File: src/rtl/timer_pkg.sv
package timer_pkg;
  localparam int CNT_W = 32;
  localparam int SRC_W = 64;

  typedef struct packed {
    logic load;
    logic clr;
    logic en;
    logic dis;
    logic rtc_wr;
  } tmr_cmd_t;

  localparam int CMD_N = $bits(tmr_cmd_t);
endpackage

File: src/rtl/timer_cmd_gate.sv
module timer_cmd_gate
  import timer_pkg::*;
(
  input  logic     priv_i,
  input  tmr_cmd_t cmd_i,
  output tmr_cmd_t cmd_o
);
  logic [CMD_N-1:0] raw_v;
  logic [CMD_N-1:0] qual_v;

  assign raw_v = cmd_i;

  for (genvar b = 0; b < CMD_N; b++) begin : g_bit
    assign qual_v[b] = raw_v[b] & priv_i;
  end

  assign cmd_o = qual_v;
endmodule

File: src/rtl/timer_countdown.sv
module timer_countdown #(
  parameter int W = 32
) (
  input  logic         clk,
  input  logic         rst_n,
  input  logic         load_i,
  input  logic [W-1:0] val_i,
  output logic         expire_o
);
  localparam logic [W-1:0] ONE = W'(1);

  logic [W-1:0] ivl_q;
  logic [W-1:0] cnt_q;
  logic         last_tick;

  assign last_tick = (cnt_q == ONE);
  assign expire_o  = last_tick && !load_i;

  always_ff @(posedge clk) begin
    if (!rst_n) begin
      ivl_q <= '0;
      cnt_q <= '0;
    end else if (load_i) begin
      ivl_q <= val_i;
      cnt_q <= val_i;
    end else if (last_tick) begin
      cnt_q <= ivl_q;
    end else if (cnt_q != '0) begin
      cnt_q <= cnt_q - ONE;
    end
  end
endmodule

File: src/rtl/timer_irq_flag.sv
module timer_irq_flag (
  input  logic clk,
  input  logic rst_n,
  input  logic expire_i,
  input  logic clr_i,
  input  logic en_i,
  input  logic dis_i,
  output logic irq_o
);
  logic en_q;
  logic pend_q;

  always_ff @(posedge clk) begin
    if (!rst_n) begin
      en_q   <= 1'b0;
      pend_q <= 1'b0;
    end else begin
      if (dis_i)     en_q <= 1'b0;
      else if (en_i) en_q <= 1'b1;

      if (expire_i && en_q) pend_q <= 1'b1;
      else if (clr_i)       pend_q <= 1'b0;
    end
  end

  assign irq_o = pend_q & en_q;
endmodule

File: src/rtl/timer_rtc.sv
module timer_rtc #(
  parameter int W = 64
) (
  input  logic         clk,
  input  logic         rst_n,
  input  logic         wr_i,
  input  logic         zero_i,
  input  logic [W-1:0] val_i,
  output logic [W-1:0] rtc_o
);
  logic [W-1:0] rtc_q;

  always_ff @(posedge clk) begin
    if (!rst_n)      rtc_q <= '0;
    else if (wr_i)   rtc_q <= zero_i ? '0 : val_i;
    else             rtc_q <= rtc_q + W'(1);
  end

  assign rtc_o = rtc_q;
endmodule

File: src/rtl/interval_irq_timer.sv
module interval_irq_timer
  import timer_pkg::*;
(
  input  logic             clk,
  input  logic             rst_n,
  input  logic             priv_i,
  input  logic             cmd_load_i,
  input  logic             cmd_clr_i,
  input  logic             cmd_en_i,
  input  logic             cmd_dis_i,
  input  logic             cmd_rtc_wr_i,
  input  logic             rtc_zero_i,
  input  logic [SRC_W-1:0] src_i,
  output logic             irq_o,
  output logic [SRC_W-1:0] rtc_o
);
  tmr_cmd_t raw_cmd;
  tmr_cmd_t cmd;
  logic     expire;

  assign raw_cmd = '{load: cmd_load_i, clr: cmd_clr_i, en: cmd_en_i,
                     dis: cmd_dis_i, rtc_wr: cmd_rtc_wr_i};

  timer_cmd_gate u_gate (
    .priv_i (priv_i),
    .cmd_i  (raw_cmd),
    .cmd_o  (cmd)
  );

  timer_countdown #(.W(CNT_W)) u_cnt (
    .clk      (clk),
    .rst_n    (rst_n),
    .load_i   (cmd.load),
    .val_i    (src_i[CNT_W-1:0]),
    .expire_o (expire)
  );

  timer_irq_flag u_flag (
    .clk      (clk),
    .rst_n    (rst_n),
    .expire_i (expire),
    .clr_i    (cmd.clr),
    .en_i     (cmd.en),
    .dis_i    (cmd.dis),
    .irq_o    (irq_o)
  );

  timer_rtc #(.W(SRC_W)) u_rtc (
    .clk    (clk),
    .rst_n  (rst_n),
    .wr_i   (cmd.rtc_wr),
    .zero_i (rtc_zero_i),
    .val_i  (src_i),
    .rtc_o  (rtc_o)
  );
endmodule

File: config.mk
export PLATFORM = sky130hd
export DESIGN_NAME = interval_irq_timer
export DESIGN_NICKNAME = d
export VERILOG_FILES = /design/src/rtl/timer_pkg.sv /design/src/rtl/timer_cmd_gate.sv /design/src/rtl/timer_countdown.sv /design/src/rtl/timer_irq_flag.sv /design/src/rtl/timer_rtc.sv /design/src/rtl/interval_irq_timer.sv
export SDC_FILE = /design/constraint.sdc
export NUM_CORES = 1
export LEC_CHECK = 0
export BUFFER_PORTS_ARGS = -buffer_cell sky130_fd_sc_hd__buf_2
export CAP_MARGIN = 20
export CORE_MARGIN = 2
export CORE_UTILIZATION = 55
export DETAILED_ROUTE_END_ITERATION = 8
export PLACE_DENSITY = 0.8
export SYNTH_ARGS = -nofsm -noshare
export SYNTH_HDL_FRONTEND = slang
export SYNTH_HIERARCHICAL = 1
export SYNTH_SLANG_ARGS = --single-unit
File: constraint.sdc
create_clock -name clk -period 3.94 [get_ports clk]
set_input_delay 0.591 -clock clk [delete_from_list [all_inputs] [get_ports clk]]
set_output_delay 0.591 -clock clk [all_outputs]
set_load 0.05 [all_outputs]
==> results.cfg <==
[outcome]
outcome = completed

[timing]
tightestPinTransition_ns = 0.9849
timing_hold_violations_final = 0
whs_ns = 0.3677
setup_tns_ns = 0
fin_crit_sh = 0.7121
slew_headroom = 0.3434
fin_skew_ns = 0.005166
rsz0062_at_grt = no
period_needed_ns = 2.806
fmax_mhz = 356.4
setup_violations = 0
final_max_slew_viol_count = 0
fin_ws_ns = 1.134

[clock_tree]
postCtsSetupRepairBufs = 0
ctsHoldBuffers = 0
worstSkewPairLatency_ns = 0.42
clock_path_buffers = 2
ctsRootBufferMaster = clkbuf_16
cts_buffers = 17
clk_pin_slew_ns = 0.06
cts.sinks = 130
cts-htree-levels = 4
cts_tree = yes
ctsResizeCount = 0

[power_and_ir_drop]
p_leak_nw = 3.086
p_per_area_nw_per_um2 = 464.5
vdd_drop_max_mv = 0.2637

[route]
first_pass_iters = 5
dr_total_vias = 6536
wl_met2_microns = 8956
route.met3.wl_microns = 1293
drt_iter0_markers = 480
vias_per_cell = 5.784
drt-total-wl_microns = 19040
top_layer = met4
wl_per_cell_microns = 16.85
final_antenna_net_count = 0
drc = 0
wl_met1_microns = 8274

[global_route]
grt_antenna_before_repair = 2
grt_pass1_wl_microns = 30940
grt_max_degree = 53
grt_pass1_vias = 6264
grt_usage = 0.2911
grt_overflow_total = 0

[critical_path]
cp_max_fo = 16
critical_path_required_ns = 4.23
path_buf_inv = 1
crit_type = flop to flop
endpoint_kind = flop
r2r_slack_ns = 1.13
cpPeakStageDelay_ns = 0.65
cpMaxStageDelayCell = nor4_2
cp-start-kind = flop
cp_cell_sequence = or4_4, nor4_2, nand4_1, buf_4, o311ai_0, a21oi_1
path_delay_family = simple AND/OR/NAND/NOR gates
arrival_ns = 3.09

[logic_synthesis]
synthFlopType = dfxtp_1
synth-seq-cells = 130
ys_async_sr_fraction = 0
avgSynthCellArea_sq_um = 8.266
yosys.area.top_type = dfxtp_1
yosysWarnings = 6
synth_cells = 825
yosysSeqAreaShare = 0.3817
synthTopCellsByArea = dfxtp_1, nand2_1, xnor2_1
synth_nets = 902
yosys.cell_types.count = 67
synth_top_area_share = 0.3817
syn-cell-area_sq_um = 6819
synth_edf_count = 0

[floorplanning]
dieArea_sq_um = 13300
start_util = 0.5654
rows = 40
coreArea_sq_um = 12060
die_h_microns = 115.3
io_pins = 138
die_x_microns = 115.3

[finish]
finalNetCount = 1024
layout_common_cells = nand2_1, buf_2, dfxtp_1
final.fill_count = 983
final_cell_area_sq_um = 8227
syn2layout_area_growth_pct = 20.64
drive_gt1_frac = 0.2354
mostFrequentLayoutCell = nand2_1

[placed_design]
hpwl_microns = 13140
post-place-ws_ns = 1.215
port-buffer-count = 137
dpl_cell_area_sq_um = 7592
globalplace.congestion = 0.8739

[job]
drv_cap = 0

[worst_hold_path]
min_path_type = input pin to flop
-- sequential cells by signal (all words and copies together), names as in the netlist --
register       flops
u_cnt/cnt_q       32
u_rtc/rtc_o       64
u_flag/pend_q      1
u_flag/en_q        1
u_cnt/ivl_q       32
-- routing by layer --
metal	up-vias	global-route usage
met5	-	0
met4	0	0.1253
met3	40	0.06853
met2	262	0.4612
met1	3058	0.3800
li1	3176	-
-- where the power goes --
part           internal, mW  total, mW  switching (mW)
sequential             1.39       1.49          0.0907
combinational         0.241      0.666           0.425
clock                  1.10       1.67           0.566
-- worst min-delay path, stage by stage --
cell and delay [ns]:
buf_2 0.08, nand2_1 0.03, o21ai_0 0.05
-- kinds of logic (layout without fill, tap and decap cells) --
group	Yosys count	after routing	share of synthesized area
simple gates	378	378	0.3117
compound gates	169	169	0.1525
flops	130	130	0.3817
xor+xnor	77	77	0.09890
other cells	0	2	0
fa+ha+maj	4	4	0.007340
buf+inv	61	196	0.03908
mux	6	6	0.008808
-- synth_stat cells, drive strengths merged (10+ instances only) --
master / n
nor2: 40
buf: 13
a31oi: 11
o21ai: 78
o31a: 10
a21oi: 39
nor3: 34
xnor2: 50
inv: 14
o221ai: 10
dfxtp: 130
clkbuf: 32
nor4: 31
xor2: 27
nand2: 144
and2: 18
nand3: 41
nand4: 19
-- worst paths after layout --
check / start / end / cells past startpoint
worst max register to register: u_cnt/cnt_q[22]$_SDFFE_PN0P_ / u_cnt/cnt_q[15]$_SDFFE_PN0P_ / 6
worst min-delay path: src_i[49] / u_rtc/rtc_o[49]$_SDFF_PN0_ / 3
worst max-delay path: u_cnt/cnt_q[22]$_SDFFE_PN0P_ / u_cnt/cnt_q[15]$_SDFFE_PN0P_ / 6
worst min register to register: u_cnt/ivl_q[27]$_SDFFE_PN0P_ / u_cnt/ivl_q[27]$_SDFFE_PN0P_ / 2
-- cell type report --
cell class,instances,area (sq um),share of cell area
well taps,168,210.2,0.02555
diodes,2,5.005,0.0006084
clock inverters,10,155.1,0.01886
repair buffers,148,768.2,0.09338
flip-flops and latches,130,2603,0.3164
multi-input cells,634,3951,0.4803
inverters,16,60.06,0.007300
clock buffers,22,474.2,0.05764
-- stage by stage --
step	power, mW	utilization	std cells
floorplan	1.968	-	825
global placement	2.149	0.6295	1096
detailed placement	2.159	0.6295	1096
CTS	3.820	0.6816	1128
global route	3.964	0.6821	1130
finish	3.822	0.6821	1130
Power figures use the tool's default switching activity.
